File: src/rtl/ldst_fmt_pkg.sv
// Package: shared access-size encoding and data widths for the formatter.
// Assumes a 32-bit register and data path built from 8-bit lanes.
package ldst_fmt_pkg;
    localparam int DATA_W = 32;
    localparam int LANE_W = 8;
    localparam int LANES  = DATA_W / LANE_W;
    localparam int HALF_W = 2 * LANE_W;

    typedef enum logic [1:0] {
        SZ_BYTE  = 2'b00,
        SZ_SHORT = 2'b01,
        SZ_WORD  = 2'b10,
        SZ_RSVD  = 2'b11
    } acc_size_e;
endpackage

File: src/rtl/ldst_load_ext.sv
// Module: widens a narrow memory value to a full register value.
// Assumes the narrow value sits in the low lanes of mem_rdata.
// A reserved size is treated as a word access.
module ldst_load_ext
    import ldst_fmt_pkg::*;
#(
    parameter int W  = DATA_W,
    parameter int BW = LANE_W,
    parameter int HW = HALF_W
) (
    input  logic [W-1:0] rdata,
    input  logic         sgn,
    input  logic [1:0]   size,
    output logic [W-1:0] result
);
    logic fill_b;
    logic fill_h;

    // Pick the fill bit for each narrow size: the value's top bit when signed, zero otherwise.
    always_comb begin
        fill_b = sgn & rdata[BW-1];
        fill_h = sgn & rdata[HW-1];
    end

    // Place the low bits and fill the upper bits according to the size.
    always_comb begin
        case (size)
            SZ_BYTE:  result = {{(W-BW){fill_b}}, rdata[BW-1:0]};
            SZ_SHORT: result = {{(W-HW){fill_h}}, rdata[HW-1:0]};
            default:  result = rdata;
        endcase
    end
endmodule

File: src/rtl/ldst_store_trunc.sv
// Module: truncates a register value for a store and detects signed misfit.
// Assumes the value goes to the low lanes and the byte enables mark those lanes.
// A reserved size is treated as a word access.
module ldst_store_trunc
    import ldst_fmt_pkg::*;
#(
    parameter int W  = DATA_W,
    parameter int BW = LANE_W,
    parameter int HW = HALF_W,
    parameter int NL = LANES
) (
    input  logic [W-1:0]  wdata_in,
    input  logic          sgn,
    input  logic [1:0]    size,
    output logic [W-1:0]  wdata_out,
    output logic [NL-1:0] be,
    output logic          misfit
);
    localparam int BL = BW / LANE_W;
    localparam int HL = HW / LANE_W;

    logic fits_b;
    logic fits_h;

    // Range test: the value fits when every bit from the target width's top bit up to bit W-1 matches.
    always_comb begin
        fits_b = (wdata_in[W-1:BW-1] == {(W-BW+1){wdata_in[W-1]}});
        fits_h = (wdata_in[W-1:HW-1] == {(W-HW+1){wdata_in[W-1]}});
    end

    // Truncate the data, set the lane enables, and flag a signed value that does not fit.
    always_comb begin
        case (size)
            SZ_BYTE: begin
                wdata_out = {{(W-BW){1'b0}}, wdata_in[BW-1:0]};
                be        = NL'((1 << BL) - 1);
                misfit    = sgn & ~fits_b;
            end
            SZ_SHORT: begin
                wdata_out = {{(W-HW){1'b0}}, wdata_in[HW-1:0]};
                be        = NL'((1 << HL) - 1);
                misfit    = sgn & ~fits_h;
            end
            default: begin
                wdata_out = wdata_in;
                be        = {NL{1'b1}};
                misfit    = 1'b0;
            end
        endcase
    end
endmodule

File: src/rtl/ldst_ovf_ctl.sv
// Module: routes a store overflow to the sticky flag or to a fault pulse.
// Assumes a synchronous active-low reset, and that a clear overrides a set in the same cycle.
module ldst_ovf_ctl (
    input  logic clk,
    input  logic rst_n,
    input  logic ovf_evt,
    input  logic mask,
    input  logic clr,
    output logic sticky,
    output logic fault
);
    // Sticky flag: set by a masked overflow, held until cleared or reset.
    always_ff @(posedge clk) begin
        if (!rst_n || clr) sticky <= 1'b0;
        else if (ovf_evt && mask) sticky <= 1'b1;
    end

    // Fault request: a one-cycle pulse for each unmasked overflow.
    always_ff @(posedge clk) begin
        if (!rst_n) fault <= 1'b0;
        else fault <= ovf_evt & ~mask;
    end
endmodule

File: src/rtl/ldst_fmt_top.sv
// Module: load/store width formatter top.
// Joins the load extender, the store truncator and the overflow control.
// Assumes that acc_size is never 2'b11 while acc_valid is high.
module ldst_fmt_top
    import ldst_fmt_pkg::*;
(
    input  logic              clk,
    input  logic              rst_n,
    input  logic              acc_valid,
    input  logic              acc_load,
    input  logic              acc_signed,
    input  logic [1:0]        acc_size,
    input  logic              ovf_mask,
    input  logic              ovf_clear,
    input  logic [DATA_W-1:0] reg_wdata,
    input  logic [DATA_W-1:0] mem_rdata,
    output logic [DATA_W-1:0] ld_result,
    output logic [DATA_W-1:0] st_wdata,
    output logic [LANES-1:0]  st_be,
    output logic              ovf_sticky,
    output logic              ovf_fault
);
    logic misfit;
    logic ovf_evt;

    // Qualify the store overflow with the valid strobe and the store direction.
    always_comb ovf_evt = acc_valid & ~acc_load & misfit;

    ldst_load_ext u_ld (
        .rdata (mem_rdata),
        .sgn   (acc_signed),
        .size  (acc_size),
        .result(ld_result)
    );

    ldst_store_trunc u_st (
        .wdata_in (reg_wdata),
        .sgn      (acc_signed),
        .size     (acc_size),
        .wdata_out(st_wdata),
        .be       (st_be),
        .misfit   (misfit)
    );

    ldst_ovf_ctl u_ovf (
        .clk   (clk),
        .rst_n (rst_n),
        .ovf_evt(ovf_evt),
        .mask  (ovf_mask),
        .clr   (ovf_clear),
        .sticky(ovf_sticky),
        .fault (ovf_fault)
    );
endmodule

File: config.mk
export PLATFORM = sky130hd
export DESIGN_NAME = ldst_fmt_top
export DESIGN_NICKNAME = d
export VERILOG_FILES = /design/src/rtl/ldst_fmt_pkg.sv /design/src/rtl/ldst_load_ext.sv /design/src/rtl/ldst_store_trunc.sv /design/src/rtl/ldst_ovf_ctl.sv /design/src/rtl/ldst_fmt_top.sv
export SDC_FILE = /design/constraint.sdc
export NUM_CORES = 1
export LEC_CHECK = 0
export BUFFER_PORTS_ARGS = -buffer_cell sky130_fd_sc_hd__buf_4
export CAP_MARGIN = 15
export CORE_MARGIN = 2
export CORE_UTILIZATION = 29
export CTS_CLUSTER_SIZE = 12
export DETAILED_ROUTE_END_ITERATION = 12
export PLACE_DENSITY = 0.86
export SETUP_SLACK_MARGIN = 0.02
export SLEW_MARGIN = 10
export SYNTH_ARGS = -nofsm -noshare
export SYNTH_HDL_FRONTEND = slang
export SYNTH_SLANG_ARGS = --single-unit
File: constraint.sdc
create_clock -name clk -period 2.5 [get_ports clk]
set_clock_uncertainty 0.05 [all_clocks]
set_input_delay 0.375 -clock clk [delete_from_list [all_inputs] [get_ports clk]]
set_output_delay 0.375 -clock clk [all_outputs]
set_load 0.01 [all_outputs]
**Word level (Yosys, flattened, before mapping)**

Cells that the tools add are included.
W data, S select, Z words.

- Bits in registers: 2
- Bits in latches: 0
- Memory bits (writable): 0
- Bits in read-only memories: 0
- Input bits: 73
- Output and inout bits: 70
- Word-level logic and storage cells: 24
- Memories: 0

- $add $sub $neg: 0
- Multipliers: 0
- Divide/modulo/power cells: 0
- Magnitude comparators: 0
- Equal/unequal tests: 3
- Shifts and indexed selects: 0
- Muxes and demuxes: 4
- Bitwise logic cells: 11
- Reduce and logical (&&, ||, !) cells: 4

Operator list:

| kind | count |
|---|---|
| $pmux W32 S2 | 2 |
| $eq A24 B24 Y1 | 1 |
| $eq A16 B16 Y1 | 1 |
| $pmux W4 S2 | 1 |
| $and A1 B1 Y1 | 7 |
| $not A1 Y1 | 4 |
| $eq A2 B1 Y1 const B | 1 |
| $logic_not A2 Y1 | 1 |
| $pmux W1 S2 | 1 |
| $logic_and A1 B1 Y1 | 1 |
| $logic_not A1 Y1 | 1 |
| $logic_or A1 B1 Y1 | 1 |

**Logic depth before layout (Yosys ltp)**

- Word-level depth: 6
- Mapped depth: 5

**By module**

A second synthesis with hierarchy kept.

- Cells, all modules: 138
- Area total of the unflattened synthesis: 858.3 sq um

By module, submodules not included:

| module | times used | cells an instance | area each (sq um) |
|---|---|---|---|
| ldst_store_trunc | 1 | 65 | 399.1 |
| ldst_load_ext | 1 | 66 | 385.4 |
| ldst_ovf_ctl | 1 | 6 | 65.1 |
| ldst_fmt_top | 1 | 1 | 8.8 |

**Worst setup path before layout**

Ideal clock, no wire load.

- Path type: input-to-output
- Start: input acc_size[1]
- End: output ld_result[15]
- Data arrival time: 1.212 ns
- Path slack: 0.863 ns
- Stages on the path: 5
- Path through: buf_2 -> or2_1 -> buf_4 -> buf_6 -> a21o_1

- Cells in the longest elaborated chain, start to end: 2
- Elaborated cells on any way between the ends: 3

Ends and longest elaborated chain:

| element | line | source |
|---|---|---|
| from (decl) | ldst_fmt_top.sv:12 | `input logic [1:0] acc_size,` |
| $eq A2 B1 Y1 or $logic_not A2 Y1 (tied branches) | ldst_load_ext.sv:27 | `case (size)` |
| $pmux W32 S2 (*) | ldst_load_ext.sv:27 |  |
| to (decl) | ldst_fmt_top.sv:17 | `output logic [DATA_W-1:0] ld_result,` |

Mark *: on every way between the ends. The rest lies on a longest branch, timed or not.

**Worst setup path in the final report**

- Start: input acc_size[1]
- End: output ld_result[27]

Same word-level chain as after synthesis.

==> summary.txt <==
Final layout
  • Proportion of layout cells with a drive suffix above 1: 67.2%
  • Layout area overhead: 89.7%
  • # diodes: 0
  • Total number of nets in the final design: 279

Global route
  • Largest net degree at the start of global routing: 39
  • Congestion Overflow GR: 0
  • Total GRT Usage: 15.6%
  • Initial antenna violation count: 0
  • Global-route wire length before repair: 4240 um
  • Number of global-route vias before repair: 1,021

Worst setup path
  • Worst path slowest cell: nor3b_2
  • Setup crit end kind: primary output
  • Reg-to-Reg End: u_ovf.sticky$_SDFFE_PP0P_
  • Worst reg-to-reg setup slack: 1.89 ns
  • Critical Path Source: acc_size[1]
  • Biggest cell delay along the critical path: 0.80 ns
  • Largest fanout on the critical path: 38
  • Worst path cell trace: buf_4 -> nor3b_2 -> a21o_2 -> buf_4
  • Library cell appearing most often on the critical path: buf_4
  • Launching point of the worst reg2reg path: u_ovf.sticky$_SDFFE_PP0P_
  • Critical setup path kind: primary input to primary output
  • Crit path capture: ld_result[27]
  • Reg2Reg Depth: 2
  • Startpoint class of the critical path: primary input
  • Required @ worst endpoint: between 2 and 2.5 ns
  • Data arrival time of the critical path: 1.68 ns

Floorplanning
  • Core outline area: 2710 um2
  • Row Count: 19
  • Initial core utilization: a little under a third
  • Number of I/O pins: between 100 and 150
  • Die outline width: about 57 um
  • Die Area: 3250 um2
  • Die height: 57.0 um

Detailed routing
  • DR vias/cell: approximately 4.7
  • Post-detailed-routing wire length: 2770 um
  • Remaining number of nets flagged by the antenna check after routing: 0
  • Number of search-and-repair iterations in the first detailed-routing pass: 4
  • Wire per inst: 11.8 um
  • Overall via count from detail_route: 1,114
  • DRC violations left: 0
  • Number of DRC violations after detailed-routing iteration 0: 34

Synth
  • Count of flip-flops with a built-in enable after synthesis: 0
  • Synth area leader: and2_1
  • Syn. warnings: 0
  • Leading register cell type out of synthesis: dfxtp_1
  • Share of the synthesized area in the top cell type: 18.4%
  • Most frequent cell after synthesis: and2_1
  • Share of synthesized registers carrying an async set or reset: 0%
  • Cell count after synthesis: 113
  • Distinct cell type count after synthesis: 26
  • Post-synthesis instance area: 816 um2
  • Sequential share of the synthesized area: a little under 5%
  • Avg Synthesized Cell Area: 7.22 um2
  • Net count of the mapped netlist: 186
  • Post-synth top cells: and2_1 (24), buf_4 (19), a21o_2 (16), a21o_1 (8), nor3_1 (6)
  • Number of storage elements in the synthesis netlist: 2
  • Top cells by area in the synthesized netlist: and2_1 (18%), buf_4 (17%), a21o_2 (17%)

Clock tree
  • Clock root cell: clkbuf_4
  • Number of clock sinks seen by CTS: 2
  • Total CTS buffers: 3
  • Maximum buffer depth of the clock tree: 2
  • Number of setup buffers added after CTS: 0
  • Clock latency on the worst-skew pair: 0.22 ns
  • Clock tree from TritonCTS: yes
  • Quantity of gates resized following cts: 0
  • Post-CTS Hold Buffers: 0
  • Clk pin slew, worst setup/hold paths: 0.03 ns
  • Number of H-tree levels: 1

Hold path
  • Kind of path behind the tightest hold check: primary input to register

STA
  • Slew at the pin closest to its max-slew limit: a little over 0.9 ns
  • Highest clock rate: between 400 and 500 MHz
  • Final Setup Violations: 0
  • Number of hold-slack violations in the final timing report: 0
  • Max-slew headroom at the worst pin: 37.8%
  • Fin. max-slew vios: 0
  • RSZ-0062 raised after global routing: no
  • Final critical-path required period: 2.11 ns
  • Share of the cycle needed by the critical path after routing: 84.3%
  • Setup TNS Final: 0 ns

Power
  • PwrDens: 244 nW/um2
  • Total power draw: 377 uW
  • Leakage component of the power: between 0.8 and 0.9 nW
  • Worst vdd rail ir drop: 0.207 mV

Placement
  • Routability cong.: 0.736
  • Detailed-placement wirelength estimate: 2300 um
  • Buffers on Ports: approximately 110

Outcome
  • Run status: finished clean

Flow run
  • Max cap viols: 0
## flip-flops by register name, summed over array words and instances, names as in the netlist
name,count
u_ovf.fault,1
u_ovf.sticky,1
## layout by cell type, fill, tap and decap left out
| cell | synthesis | final |
|---|---|---|
| a31oi_1 | 3 | 3 |
| nor4b_2 | 1 | 1 |
| a211oi_2 | 1 | 1 |
| conb_1 | 1 | 1 |
| nand4bb_1 | 1 | 1 |
| nand4_1 | 3 | 3 |
| mux2i_1 | 1 | 1 |
| clkbuf_4 | 0 | 3 |
| and2_1 | 24 | 24 |
| or2_1 | 1 | 1 |
| nor2_4 | 1 | 1 |
| dfxtp_1 | 2 | 2 |
| nor2_1 | 3 | 3 |
| nor3b_2 | 1 | 1 |
| nand3b_1 | 2 | 2 |
| nand2_1 | 4 | 4 |
| o31ai_1 | 1 | 1 |
| or2b_1 | 1 | 1 |
| a21o_1 | 8 | 8 |
| buf_4 | 19 | 114 |
| nor4_1 | 3 | 3 |
| a21o_2 | 16 | 16 |
| nand3_1 | 3 | 3 |
| nor3_1 | 6 | 6 |
## logic make-up after synthesis
logic type	Yosys count	share of synthesized area, %
simple gates	54	41.4
compound gates	29	29.3
other cells	1	0.460
buf+inv	26	22.7
mux	1	1.23
flops	2	4.91
## critical path, delay by kind of cell
kind | cells | cell delay, ns
buffers and inverters | 2 | 0.32
and+or+nand+nor | 1 | 0.80
AOI/OAI and AO/OA | 1 | 0.17
## how the worst min path moves through the flow
stage | from | endpoint | slack, ns | cells after the start
after floorplan | ovf_mask | u_ovf.fault$_SDFF_PN0_ | 0.40 | 1
final | ovf_mask | u_ovf.fault$_SDFF_PN0_ | 0.28 | 2
after detailed placement | u_ovf.sticky$_SDFFE_PP0P_ | u_ovf.sticky$_SDFFE_PP0P_ | 0.43 | 2
after global routing | ovf_mask | u_ovf.fault$_SDFF_PN0_ | 0.28 | 2
after CTS | ovf_mask | u_ovf.fault$_SDFF_PN0_ | 0.28 | 2
after global placement | u_ovf.sticky$_SDFFE_PP0P_ | u_ovf.sticky$_SDFFE_PP0P_ | 0.43 | 2
## through the flow
stage          util, %  setup WS [ns]  hold WS, ns  cell area, um2  instances
5_1_grt           57.1          0.221        0.275            1550        235
6_report          57.1          0.392        0.282            1550        235
3_5_place_dp      56.3          0.374        0.432            1530        232
2_1_floorplan        -          0.863        0.396             816        113
4_1_cts           57.1          0.370        0.278            1550        235
3_3_place_gp      56.3          0.409        0.433            1530        232
## power breakdown
group | switching [mW] | internal [mW]
clock network | 0.0177 | 0.0530
logic | 0.108 | 0.166
registers | 0.000101 | 0.0325
## final cells by class
type                    count  area, um2
flip-flops and latches      2       40.0
repair buffers            114        856
well taps                  31       38.8
multi-input cells          85        591
clock buffers               3       22.5
fillers                   284       1160
## per-layer routing
layer | global-route usage (%) | wire length, um
met2 | 30.5 | 1420
met4 | 3.99 | 9
met3 | 2.95 | 350
met1 | 17.1 | 985
met5 | 0 | 0
Power figures use the tool's default switching activity.
